[config.mk]
export PLATFORM = sky130hd
export DESIGN_NAME = iq_map_stage
export DESIGN_NICKNAME = d
export VERILOG_FILES = /design/src/rtl/iq_map_pkg.sv /design/src/rtl/iq_map_cfg.sv /design/src/rtl/iq_sat_negate.sv /design/src/rtl/iq_map_core.sv /design/src/rtl/iq_map_stage.sv
export SDC_FILE = /design/constraint.sdc
export NUM_CORES = 1
export LEC_CHECK = 0
export ABC_AREA = 0
export ABC_CLOCK_PERIOD_IN_PS = 6000
export CAP_MARGIN = 20
export CORE_MARGIN = 10
export CORE_UTILIZATION = 49
export CTS_BUF_LIST = sky130_fd_sc_hd__clkbuf_16
export DETAILED_ROUTE_END_ITERATION = 7
export PLACE_DENSITY = 0.87
export SYNTH_ARGS = -nofsm -noshare
export SYNTH_HDL_FRONTEND = slang
export SYNTH_SLANG_ARGS = --single-unit
[constraint.sdc]
create_clock -name clk -period 6 [get_ports clk]
set_clock_uncertainty 0.1 [all_clocks]
set_input_delay 1.5 -clock clk [delete_from_list [all_inputs] [get_ports clk]]
set_output_delay 1.5 -clock clk [all_outputs]
set_load 0.005 [all_outputs]
[src/rtl/iq_map_pkg.sv]
package iq_map_pkg;
   localparam int CTRL_W = 8;

   // Field layout of the control word (bit positions are software-visible)
   typedef struct packed {
      logic       bypass;   // bit 7
      logic [1:0] spare;    // bits 6:5
      logic       dnconv;   // bit 4
      logic       neg_i;    // bit 3
      logic       neg_q;    // bit 2
      logic       real_md;  // bit 1
      logic       swap;     // bit 0
   } map_ctrl_t;
endpackage

[src/rtl/iq_map_cfg.sv]
module iq_map_cfg
   import iq_map_pkg::*;
#(
   parameter int ADDR_W   = 8,
   parameter int DATA_W   = 32,
   parameter int MAP_ADDR = 0
) (
   input  logic              clk,
   input  logic              rst_n,
   input  logic              cfg_stb,
   input  logic [ADDR_W-1:0] cfg_addr,
   input  logic [DATA_W-1:0] cfg_data,
   output map_ctrl_t         ctrl
);
   localparam logic [ADDR_W-1:0] HIT_ADDR = ADDR_W'(MAP_ADDR);

   if (DATA_W < CTRL_W) begin : g_bad_dw
      $error("DATA_W must hold the control word");
   end

   logic hit;
   assign hit = cfg_stb && (cfg_addr == HIT_ADDR);

   always_ff @(posedge clk) begin
      if (!rst_n)   ctrl <= '0;
      else if (hit) ctrl <= map_ctrl_t'(cfg_data[CTRL_W-1:0]);
   end

   assert_cfg_load_R3: assert property (@(posedge clk) disable iff (!rst_n)
      hit |=> ctrl == map_ctrl_t'($past(cfg_data[CTRL_W-1:0])));
   assert_cfg_hold_R3: assert property (@(posedge clk) disable iff (!rst_n)
      !hit |=> $stable(ctrl));
endmodule

[src/rtl/iq_sat_negate.sv]
module iq_sat_negate #(
   parameter int W = 16
) (
   input  logic signed [W-1:0] din,
   output logic signed [W-1:0] dout
);
   localparam logic signed [W-1:0] MOST_NEG = {1'b1, {(W-1){1'b0}}};
   localparam logic signed [W-1:0] MOST_POS = {1'b0, {(W-1){1'b1}}};

   always_comb begin
      if (din == MOST_NEG) dout = MOST_POS;
      else                 dout = -din;
   end
endmodule

[src/rtl/iq_map_core.sv]
module iq_map_core
   import iq_map_pkg::*;
#(
   parameter int W            = 16,
   parameter bit HAS_REAL_DSP = 1'b1
) (
   input  map_ctrl_t          ctrl,
   input  logic signed [W-1:0] raw_i,
   input  logic signed [W-1:0] raw_q,
   output logic signed [W-1:0] map_i,
   output logic signed [W-1:0] map_q
);
   logic signed [W-1:0] q_src;
   logic signed [W-1:0] rail [2];
   logic signed [W-1:0] rail_neg [2];
   logic signed [W-1:0] rail_sel [2];
   logic                rail_inv [2];

   // Real-mode zeroing of the Q rail exists only when the option is built
   if (HAS_REAL_DSP) begin : g_real
      assign q_src = ctrl.real_md ? '0 : raw_q;
   end else begin : g_no_real
      assign q_src = raw_q;
   end

   assign rail[0]     = raw_i;
   assign rail[1]     = q_src;
   assign rail_inv[0] = ctrl.neg_i;
   assign rail_inv[1] = ctrl.neg_q;

   for (genvar r = 0; r < 2; r++) begin : g_rail
      iq_sat_negate #(.W(W)) u_neg (.din(rail[r]), .dout(rail_neg[r]));
      assign rail_sel[r] = rail_inv[r] ? rail_neg[r] : rail[r];
   end

   always_comb begin
      if (ctrl.bypass) begin
         map_i = raw_i;
         map_q = raw_q;
      end else if (ctrl.swap) begin
         map_i = rail_sel[1];
         map_q = rail_sel[0];
      end else begin
         map_i = rail_sel[0];
         map_q = rail_sel[1];
      end
   end
endmodule

[src/rtl/iq_map_stage.sv]
module iq_map_stage
   import iq_map_pkg::*;
#(
   parameter int SAMPLE_W     = 16,
   parameter int ADDR_W       = 8,
   parameter int MAP_ADDR     = 0,
   parameter bit HAS_REAL_DSP = 1'b1
) (
   input  logic                       clk,
   input  logic                       rst_n,
   input  logic                       cfg_stb,
   input  logic [ADDR_W-1:0]          cfg_addr,
   input  logic [31:0]                cfg_data,
   input  logic                       in_valid,
   input  logic signed [SAMPLE_W-1:0] in_i,
   input  logic signed [SAMPLE_W-1:0] in_q,
   output logic                       out_valid,
   output logic signed [SAMPLE_W-1:0] out_i,
   output logic signed [SAMPLE_W-1:0] out_q,
   output logic                       dnconv_en,
   output logic                       bypass_all
);
   localparam logic signed [SAMPLE_W-1:0] S_MIN = {1'b1, {(SAMPLE_W-1){1'b0}}};
   localparam logic signed [SAMPLE_W-1:0] S_MAX = {1'b0, {(SAMPLE_W-1){1'b1}}};

   if (SAMPLE_W < 2) begin : g_bad_w
      $error("SAMPLE_W must be at least 2");
   end
   if (MAP_ADDR < 0 || MAP_ADDR >= (1 << ADDR_W)) begin : g_bad_addr
      $error("MAP_ADDR does not fit in ADDR_W");
   end

   map_ctrl_t                 ctrl;
   logic signed [SAMPLE_W-1:0] map_i, map_q;

   iq_map_cfg #(.ADDR_W(ADDR_W), .DATA_W(32), .MAP_ADDR(MAP_ADDR)) u_cfg (
      .clk, .rst_n, .cfg_stb, .cfg_addr, .cfg_data, .ctrl
   );

   iq_map_core #(.W(SAMPLE_W), .HAS_REAL_DSP(HAS_REAL_DSP)) u_core (
      .ctrl, .raw_i(in_i), .raw_q(in_q), .map_i, .map_q
   );

   if (HAS_REAL_DSP) begin : g_dn
      assign dnconv_en = ctrl.dnconv;
   end else begin : g_no_dn
      assign dnconv_en = 1'b0;
   end
   assign bypass_all = ctrl.bypass;

   always_ff @(posedge clk) begin
      if (!rst_n) begin
         out_valid <= 1'b0;
         out_i     <= '0;
         out_q     <= '0;
      end else begin
         out_valid <= in_valid;
         if (in_valid) begin
            out_i <= map_i;
            out_q <= map_q;
         end
      end
   end

   assert_valid_rise_R2: assert property (@(posedge clk) disable iff (!rst_n)
      in_valid |=> out_valid);
   assert_valid_low_R2: assert property (@(posedge clk) disable iff (!rst_n)
      !in_valid |=> !out_valid);
   assert_hold_idle_R10: assert property (@(posedge clk) disable iff (!rst_n)
      !in_valid |=> $stable(out_i) && $stable(out_q));
   assert_bypass_raw_R8: assert property (@(posedge clk) disable iff (!rst_n)
      (in_valid && bypass_all) |=> (out_i == $past(in_i)) && (out_q == $past(in_q)));
   assert_sat_neg_R6: assert property (@(posedge clk) disable iff (!rst_n)
      (in_valid && !ctrl.bypass && !ctrl.swap && ctrl.neg_i && in_i == S_MIN)
      |=> out_i == S_MAX);
   if (HAS_REAL_DSP) begin : g_real_chk
      assert_real_zero_R7: assert property (@(posedge clk) disable iff (!rst_n)
         (in_valid && !ctrl.bypass && !ctrl.swap && ctrl.real_md) |=> out_q == '0);
   end
endmodule

After elaboration in Yosys (flattened, before gate mapping)
Cells that the tools add are included.
{ "op_classes": {"n_addsub": 2, "n_reduce_logical": 2, "eq_ne": 2, "mux": 9} }
{ "ops": {"columns": ["cell", "count"], "rows": [
  ["$mux W16", 9],
  ["$eq A16 B16 Y1 const B", 2],
  ["$neg A16 Y16", 2],
  ["$logic_not A8 Y1", 1],
  ["$logic_and A1 B1 Y1", 1]
]} }
{ "word_totals": {"word_cells": 24, "input_bits": 76, "out_inout_bits": 35, "regBits": 39} }

Logic depth before layout (Yosys ltp)
Gate-level depths: netlist of the first run.
{ "logic_depth": {"depth_word": 6, "ltp_mapped": 11, "mapped_depth_nobuf": 9} }

By module
A second synthesis of the first run with hierarchy kept.
{ "hier_totals": {"cells_unflattened": 430, "hier_area_um2": 3787.4} }
{ "by_module_without_submodules": {"columns": ["module", "instances", "seq_area_each_um2", "area_each_um2", "cells_each"], "rows": [
  ["iq_map_core", 1, 0.0, 1382.6, 168],
  ["iq_map_stage", 1, 660.6, 1270.0, 105],
  ["iq_sat_negate", 2, 0.0, 392.9, 60],
  ["iq_map_cfg", 1, 160.2, 349.1, 37]
]} }

Worst setup path after synthesis of the first run
OpenSTA, ideal clock, no wires.
{ "synth_path": {"kind": "input to register", "from": "in in_q[4]", "to": "reg out_q[13]", "t_required_ns": 5.764, "path_buffers": 2, "setup_time_ns": 0.136, "path_stages": 8, "setup_slack_ns": 2.710, "arrival_time_ns": 3.054, "cell_sequence": "buf_6 > or4_4 > buf_6 > o41ai_4 > xor2_1 > o21ai_1 > a22oi_1 > a31oi_1"} }
{ "synth_via": {"elab_chain_cells": 6, "elab_cells_between_ends": 7, "classes_between": "add/sub: 1; eq/ne: 1; mux: 5"} }
{ "synth_lines": {"columns": ["item", "line_no", "source"], "rows": [
  ["from (decl)", "iq_map_stage.sv:16", "input logic signed [SAMPLE_W-1:0] in_q,"],
  ["$mux W16 (*)", "iq_map_core.sv:21", "assign q_src = ctrl.real_md ? '0 : raw_q;"],
  ["$neg A16 Y16 or $eq A16 B16 Y1 (tied branches)", "iq_sat_negate.sv:12, iq_sat_negate.sv:11", null],
  ["$mux W16 (*)", "iq_sat_negate.sv:11", "if (din == MOST_NEG) dout = MOST_POS;"],
  ["$mux W16 (*)", "iq_map_core.sv:33", "assign rail_sel[r] = rail_inv[r] ? rail_neg[r] : rail[r];"],
  ["$mux W16 (*)", "iq_map_core.sv:40", "end else if (ctrl.swap) begin"],
  ["$mux W16 (*)", "iq_map_core.sv:37", "if (ctrl.bypass) begin"],
  ["to (signal assigned)", "iq_map_stage.sv:60", "out_q <= map_q;"],
  ["to (decl)", "iq_map_stage.sv:19", "output logic signed [SAMPLE_W-1:0] out_q,"]
]} }
Every way passes the cells marked *; elsewhere a longest branch is shown, timed or not.
A chain may end at the register's enable or synchronous reset.

==> impl_metrics.toml, run 1 <==
[status]
status = "completed"

[synth]
synth_top_area_cell = "dfxtp_1"
avgSynthCellArea_sq_um = 7.75
ys.flop_type = "dfxtp_1"
ys_async_sr_fraction_pct = 0
seq_area_frac_synth_pct = 26.0
ys_warn_count = 0
synthTopCellsByCount = "40 x nand2_1, 39 x dfxtp_1, 25 x a21oi_1"
synth_most_common_cell = "nand2_1"
yosysTopAreaCellShare_pct = 26.0
synth_edf_count = 0
synthTopCellsByArea = "dfxtp_1 26%, nand2_1 5.0%, o221ai_1 5.0%, a21oi_1 4.2%, xor2_1 4.1%"
postSynthCellCount = 388
syn_nets = 466
synth_seq_cells = 39
synth_area_sq_mm = 0.00301
synth_cell_types = 63

[hold_path]
hp-class = "register to register"
holdPathStages = 2
min_from = "out_i[0]$_SDFFE_PN0P_"

[clock_network]
clkTransAtPathRegs_ns = 0.06
root_buffer = "clkbuf_16"
post_cts_resized = 0
cts_sinks = 39
cts-hold-fix-buffers = 0
cts_setup_buffers = 0
cts_made_buffers = 5
cts_max_level = 2
cts_max_path_buffers = 2
insertion_delay_ns = 0.28
cts_tree = "done"

[floorplan]
start_util_pct = 50.5
die_h_microns = 98.3
die_w_microns = 98.3
ioPinCount = 111
core-area_sq_mm = 0.00596
dieArea_sq_mm = 0.00967
rows = 28

[power]
p_int_uw = 549
sw_frac_of_total_pct = 25.9
switchingPower_uw = 192
p_comb_share_pct = 21.4
finalPower_uw = 741
ir_worst_vdd_v = 0.000126
p_per_area_mw_per_mm2 = 187
cellLeakagePower_nw = 1.36
clkPwrFrac_pct = 40.4
p_seq_share_pct = 38.1

[route]
routed_wl_microns = 10700
drt_pass1_iterations = 5
wl_per_cell_microns = 20.4
drc = 0
vias = 3510
drtIter0Drc = 473
ant_nets = 0
vias_per_cell = 6.70

[critical_path]
timing.rr.end = "out_i[14]$_SDFFE_PN0P_"
critical_path.max_fanout = 40
endpoint = "out_i[8]$_SDFFE_PN0P_"
path_class = "input pin to register"
r2r_start = "u_cfg.ctrl[1]$_SDFFE_PN0P_"
reg2reg_slack_ns = 2.81
critical_path.max_stage_delay_ns = 0.85
crit_arrival_ns = 4.16
setup.worst_path.start = "in_valid"
slowest_stage = "nor2_1"
worstPathRequired_ns = 6.08
reg2reg_depth = 8
cp-start-kind = "input pin"
end_kind = "register"
crit_path_cell_trace = "clkdlybuf4s50_1 -> buf_4 -> inv_1 -> nor2_1 -> nand2_1 -> o31ai_1"

[timing]
post-route-period-util_pct = 67.9
setup_slack_ns = 1.92
rsz0062_at_grt = "false"
hold-worst-slack_ns = 0.378
fmaxAchievable_mhz = 245
layout_min_cycle_time_ns = 4.08
worst_pin_slew_ns = 1.00
setup_violations = 0
setup_tns_ns = 0
drv_slew = 0
hold_viol_final = 0
maxSlewHeadroom_pct = 33.0

[finish]
area_delta_synth_final_pct = 32.0
fillCellCount = 520
regArea_sq_um = 781
stdcell_count = 524
drive_above_1_share_pct = 6.01
diodes = 0
nets = 527
multiInputGateArea_sq_mm = 0.00202

[grt]
antenna_found_initial = 0
grt_max_degree = 42
grt-ovfl-total = 0
grt_pass1_wl_microns = 17300
grt_usage_pct = 20.9
grt_pass1_vias = 3325

[placed_design]
numPortBuffers = 84
hpwl_microns = 7910
post-place-ws_ns = 1.79
gp_congestion = 0.952
dp_cells = 517

[run]
cap_violations = 0
-- worst max-delay path: cells and delay by family --
family / cells / cell delay (ns)
simple gates: 2 / 1.14
buf+inv: 3 / 1.16
compound gates: 1 / 0.34
-- state kept, by name, indices dropped and copies added (netlist names) --
| signal | cells |
|---|---|
| u_cfg.ctrl | 6 |
| out_valid | 1 |
| out_q | 16 |
| out_i | 16 |
-- logic make-up after synthesis --
group / Yosys count / synth area share, %
AOI/OAI and AO/OA: 143 / 34.5
and+or+nand+nor: 133 / 23.7
buffers and inverters: 44 / 6.78
DFF: 39 / 26.0
xor gates and xnor gates: 19 / 5.53
muxes: 8 / 2.66
adders and majority gates: 2 / 0.832
-- per-layer routing --
layer	vias up	track usage [%]	routed length, microns
li1	1604	-	-
met4	0	6.39	242
met1	1610	27.2	4300
met2	263	33.6	4910
met3	33	4.23	1230
met5	-	0	0
-- layout by cell type, fill, tap and decap left out, types with 3 or more instances in the layout --
master and n:
nor3_1 12, clkbuf_16 5, a211o_1 3, o211ai_1 5
nor4_1 5, xor2_1 14, dfxtp_1 39, o21ai_0 18
a22oi_1 4, or4_1 5, nand2_1 40, o31ai_1 3
o221ai_1 17, a22o_1 6, a21oi_1 25, nor2b_1 9
o41ai_2 5, buf_4 4, a41oi_1 3, nor2_1 16
or3_1 7, mux2i_1 8, clkdlybuf4s50_1 84, a211oi_1 3
a31oi_1 10, inv_1 10, and2_1 3, o41ai_1 4
nand4_1 5, o21ai_1 18, nand3_1 15, xnor2_1 5
-- worst min-delay path by stage --
stage,to,slack [ns]
finish,out_i[0]$_SDFFE_PN0P_,0.38
global route,out_i[0]$_SDFFE_PN0P_,0.41
detailed placement,out_i[0]$_SDFFE_PN0P_,0.37
floorplan,out_i[0]$_SDFFE_PN0P_,0.36
global placement,out_i[0]$_SDFFE_PN0P_,0.36
CTS,out_i[0]$_SDFFE_PN0P_,0.38
-- layout make-up --
cell class                 count  share of cell area, %
timing repair buffer          88                   21.9
inverter                      10                  0.946
sequential                    39                   19.7
clock inverter                 2                  0.946
multi-input combinational    305                   51.0
tap                           75                   2.37
clock buffer                   5                   3.15
-- stage by stage --
stage	utilization (%)	instance area [sq um]
finish	66.6	3970
global route	66.6	3970
CTS	66.6	3970
detailed placement	63.9	3800
global placement	63.9	3800
floorplan	-	3010
-- power groups by stage --
stage	Sequential [mW]	Clock (mW)	Combinational (mW)
6_report	0.283	0.300	0.159
3_3_place_gp	0.288	0	0.154
3_5_place_dp	0.288	0	0.156
4_1_cts	0.282	0.299	0.157
5_1_grt	0.284	0.306	0.170
2_1_floorplan	0.288	0	0.0629
No activity file was read; power rests on OpenSTA's default activity.
==> run 2: changes to the inputs <==
Settings changed: ABC_CLOCK_PERIOD_IN_PS 6000 to 3900, CORE_UTILIZATION 49 to 45, PLACE_DENSITY 0.87 to 0.81.
Clock period 6 ns to 3.9 ns, I/O delays scaled along.
==> run 2 against run 1 <==
Sequential power is 54% higher. Final area is 1.1% higher. Routed wire length is 2.0% higher. Worst setup slack worse by 1.4 ns. First-iteration DRC count is 9.7% lower. Register-to-register slack worse by 1.8 ns. Flip-flop and latch count stayed put. Clock-buffer cell count stayed put. Utilization is 4.1 points lower. Via count is 0.37% lower. Die area is 7.1% higher. Critical path depth is 2 higher. Critical path type unchanged. Critical endpoint is now out_i[14]$_SDFFE_PN0P_. Largest power group is now sequential cells.
==> impl_metrics.toml, run 2 (synthesized netlist as in run 1, its figures left out) <==
[clock_network]
cts_tree = "done"
cts_max_level = 2
cts_sinks = 39
post_cts_resized = 0
clkTransAtPathRegs_ns = 0.06
cts-hold-fix-buffers = 0
cts_made_buffers = 5
root_buffer = "clkbuf_16"
cts_max_path_buffers = 2
cts_setup_buffers = 0
insertion_delay_ns = 0.28

[floorplan]
start_util_pct = 46.8
ioPinCount = 111
core-area_sq_mm = 0.00642
die_h_microns = 102
die_w_microns = 102
rows = 29
dieArea_sq_mm = 0.0104

[grt]
grt_pass1_wl_microns = 17600
antenna_found_initial = 0
grt-ovfl-total = 0
grt_pass1_vias = 3442
grt_max_degree = 33
grt_usage_pct = 20.8

[status]
status = "completed"

[critical_path]
cp-start-kind = "input pin"
reg2reg_slack_ns = 1.06
worstPathRequired_ns = 4.02
end_kind = "register"
critical_path.max_fanout = 7
path_class = "input pin to register"
crit_arrival_ns = 3.47

[power]
clkPwrFrac_pct = 37.1
cellLeakagePower_nw = 1.39
p_seq_share_pct = 39.9
p_int_uw = 787
switchingPower_uw = 303
sw_frac_of_total_pct = 27.8
finalPower_mw = 1.09
ir_worst_vdd_v = 0.000159
p_comb_share_pct = 23.0
p_per_area_mw_per_mm2 = 272

[hold_path]
hp-class = "register to register"

[timing]
rsz0062_at_grt = "false"
layout_min_cycle_time_ns = 3.36
hold_viol_final = 0
worst_pin_slew_ns = 0.999
drv_slew = 0
setup_violations = 0
setup_slack_ns = 0.544
setup_tns_ns = 0
post-route-period-util_pct = 86.1
maxSlewHeadroom_pct = 33.2
fmaxAchievable_mhz = 298

[placed_design]
post-place-ws_ns = 0.328
dp_cells = 527
numPortBuffers = 84
hpwl_microns = 8000
gp_congestion = 0.961

[finish]
mostFrequentLayoutCells = "84 x clkdlybuf4s50_1, 40 x nand2_1, 39 x dfxtp_1"
finalCoreUtilization_pct = 62.5
nets = 535
drive_above_1_share_pct = 7.86
diodes = 0
fillCellCount = 588
stdcell_count = 535
final_common_cell = "clkdlybuf4s50_1"
area_delta_synth_final_pct = 33.5
reg_top3 = "out_i (16), out_q (16), u_cfg.ctrl (6)"

[route]
wl_per_cell_microns = 20.4
vias_per_cell = 6.54
routed_wl_microns = 10900
vias = 3497
drt_pass1_iterations = 6
drc = 0
drtIter0Drc = 427
ant_nets = 0

[run]
cap_violations = 0
## run 2: cell types whose count changed in the layout (fill, tap and decap cells not counted), sizes merged
cell	change
buf	+8
clkinvlp	+1
clkinv	+1
bufinv	-1
## run 2: path summary, 6_finish.rpt
check,from,end,depth (start not counted)
min,out_i[0]$_SDFFE_PN0P_,out_i[0]$_SDFFE_PN0P_,2
min reg2reg,out_i[0]$_SDFFE_PN0P_,out_i[0]$_SDFFE_PN0P_,2
max reg2reg,u_cfg.ctrl[1]$_SDFFE_PN0P_,out_i[14]$_SDFFE_PN0P_,9
max,in_q[1],out_i[14]$_SDFFE_PN0P_,8
## run 2: layout make-up
cell class                 count  area [sq um]  share of cell area, %
clock inverter                 3          20.0                  0.499
multi-input combinational    305          2020                   50.4
inverter                      10          37.5                  0.935
timing repair buffer          96           931                   23.2
tap                           77          96.3                   2.40
sequential                    39           781                   19.5
clock buffer                   5           125                   3.12
## run 2: power groups by stage
stage	logic, mW	registers [mW]	clock network [mW]
final	0.251	0.435	0.405
after global routing	0.269	0.437	0.423
after CTS	0.249	0.435	0.410
after detailed placement	0.245	0.443	0
after global placement	0.242	0.443	0
after floorplan	0.0967	0.443	0
## run 2: per-layer routing
metal  GRT usage, %  vias to the layer above  wire [microns]
li1               -                     1620               -
met1           27.6                     1630            4640
met2           33.5                      219            5040
met3           4.08                       28             987
met4           5.50                        0             226
met5              0                        -               0
## run 2: critical path: stages
cell	delay, ns
clkdlybuf4s50_1	0.53
nand2_1	0.17
ha_1	0.32
or3b_2	0.52
o41ai_2	0.27
mux2i_1	0.35
o21ai_0	0.18
o21ai_1	0.15
## run 2: per-stage QoR
step	hold WS (ns)	instance area, sq um
after CTS	0.367	4010
after detailed placement	0.356	3870
final	0.372	4010
after floorplan	0.361	3010
after global placement	0.356	3870
after global routing	0.415	4010
==> run 3: changes to the inputs <==
Settings changed: CORE_UTILIZATION 45 to 49, PLACE_DENSITY 0.81 to 0.82, SYNTH_HIERARCHICAL from default to 1.
==> run 3 against run 2 <==
Sequential power down 1%. Final cell count up 14%. Non-clock buffer count up 17. Combinational power up 20%. Maximum frequency down 6.1%. Critical path type unchanged. Clock power down 3%. Final area up 19%. Global-route usage down 2.4 points. Register-to-register slack worse by 0.61 ns. Flip-flop and latch count unchanged. Worst setup slack worse by 0.22 ns.
==> impl_metrics.toml, run 3 <==
[status]
status = "completed"

[clock_network]
post_cts_resized = 0
root_buffer = "clkbuf_16"
cts-hold-fix-buffers = 0
cts_sinks = 39
insertion_delay_ns = 0.28
clkTransAtPathRegs_ns = 0.06
cts_max_level = 2
cts_setup_buffers = 0
cts_made_buffers = 5
cts_tree = "done"
cts_max_path_buffers = 2

[run]
cap_violations = 0

[route]
vias_per_cell = 5.82
wl_per_cell_microns = 18.0
ant_nets = 0
drc = 0
drtIter0Drc = 197
drt_pass1_iterations = 4
vias = 3536
routed_wl_microns = 11000

[placed_design]
gp_congestion = 0.881
post-place-ws_ns = 0.0776
hpwl_microns = 8290
numPortBuffers = 84

[synth]
syn_nets = 500
ys_warn_count = 6
postSynthCellCount = 422
synth_area_sq_mm = 0.00371
avgSynthCellArea_sq_um = 8.80

[grt]
antenna_found_initial = 0
grt-ovfl-total = 0
grt_usage_pct = 18.4
grt_pass1_wl_microns = 17500
grt_pass1_vias = 3613
grt_max_degree = 66

[floorplan]
start_util_pct = 50.9
ioPinCount = 111
dieArea_sq_mm = 0.0115
die_h_microns = 107
die_w_microns = 107
core-area_sq_mm = 0.00729
rows = 31

[finish]
diodes = 0
nets = 586
fillCellCount = 621
drive_above_1_share_pct = 14.3
mostFrequentLayoutCells = "83 x clkdlybuf4s50_1, 60 x mux2i_1, 48 x nor2b_1"
reg_top3 = "out_i (16), out_q (16), u_cfg/ctrl (6)"
finalCoreUtilization_pct = 65.6
area_delta_synth_final_pct = 28.8
final_common_cell = "clkdlybuf4s50_1"

[timing]
hold-worst-slack_ns = 0.363
hold_viol_final = 0
worst_pin_slew_ns = 0.976
setup_violations = 0
rsz0062_at_grt = "false"
fmaxAchievable_mhz = 280
setup_slack_ns = 0.324
layout_min_cycle_time_ns = 3.58
setup_tns_ns = 0
drv_slew = 0
post-route-period-util_pct = 91.7
maxSlewHeadroom_pct = 34.8

[critical_path]
path_class = "input pin to register"
worstPathRequired_ns = 4.02
crit_arrival_ns = 3.69
cp-start-kind = "input pin"
critical_path.max_fanout = 7
end_kind = "register"
reg2reg_slack_ns = 0.45

[power]
p_per_area_mw_per_mm2 = 235
finalPower_mw = 1.12
switchingPower_uw = 299
cellLeakagePower_nw = 1.99
p_comb_share_pct = 26.7
clkPwrFrac_pct = 35.0
p_int_uw = 824
ir_worst_vdd_v = 0.000191
p_seq_share_pct = 38.2
sw_frac_of_total_pct = 26.7

[hold_path]
hp-class = "register to register"
## run 3: worst max-delay path: stages
cell and delay (ns):
clkdlybuf4s50_1 0.42, nor2b_1 0.18, or4_4 0.59, and4bb_4 0.34
nand2_2 0.12, buf_4 0.15, nand2_1 0.07, a21boi_0 0.11
a221oi_2 0.41, a21o_1 0.13, mux2i_1 0.07, nor2b_1 0.13
## run 3: final timing paths
check / startpoint / cells after the start / end
worst max register to register: u_cfg/ctrl[1]$_SDFFE_PN0P_ / 11 / out_i[6]$_SDFFE_PN0P_
worst max-delay path: in_q[11] / 12 / out_i[6]$_SDFFE_PN0P_
worst min-delay path: u_cfg/ctrl[4]$_SDFFE_PN0P_ / 2 / u_cfg/ctrl[4]$_SDFFE_PN0P_
worst min register to register: u_cfg/ctrl[4]$_SDFFE_PN0P_ / 2 / u_cfg/ctrl[4]$_SDFFE_PN0P_
## run 3: power groups by stage
stage	sequential (mW)	combinational, mW	clock (mW)
5_1_grt	0.431	0.325	0.416
6_report	0.429	0.300	0.393
4_1_cts	0.429	0.300	0.403
3_3_place_gp	0.437	0.290	0
3_5_place_dp	0.438	0.297	0
2_1_floorplan	0.439	0.153	0
## run 3: cell type report
| cell class | instances | area (sq um) | share of cell area, % |
|---|---|---|---|
| Clock buffer | 5 | 125 | 2.62 |
| Clock inverter | 3 | 16.3 | 0.340 |
| Inverter | 5 | 18.8 | 0.392 |
| Multi-Input combinational cell | 344 | 2660 | 55.7 |
| Sequential cell | 39 | 782 | 16.4 |
| Tap cell | 99 | 124 | 2.59 |
| Timing Repair Buffer | 113 | 1050 | 22.0 |
## run 3: routing by layer
metal / track usage [%] / share of wire (%) / vias to the layer above
li1: - / - / 1726
met1: 21.6 / 42 / 1644
met2: 31.5 / 48 / 134
met3: 3.95 / 6.0 / 32
met4: 7.93 / 3.5 / 0
met5: 0 / 0 / -
## run 3: through the flow
stage / std cells / cell area [sq um]
finish: 608 / 4780
global route: 608 / 4780
CTS: 608 / 4780
detailed placement: 600 / 4640
global placement: 600 / 4640
floorplan: 422 / 3710
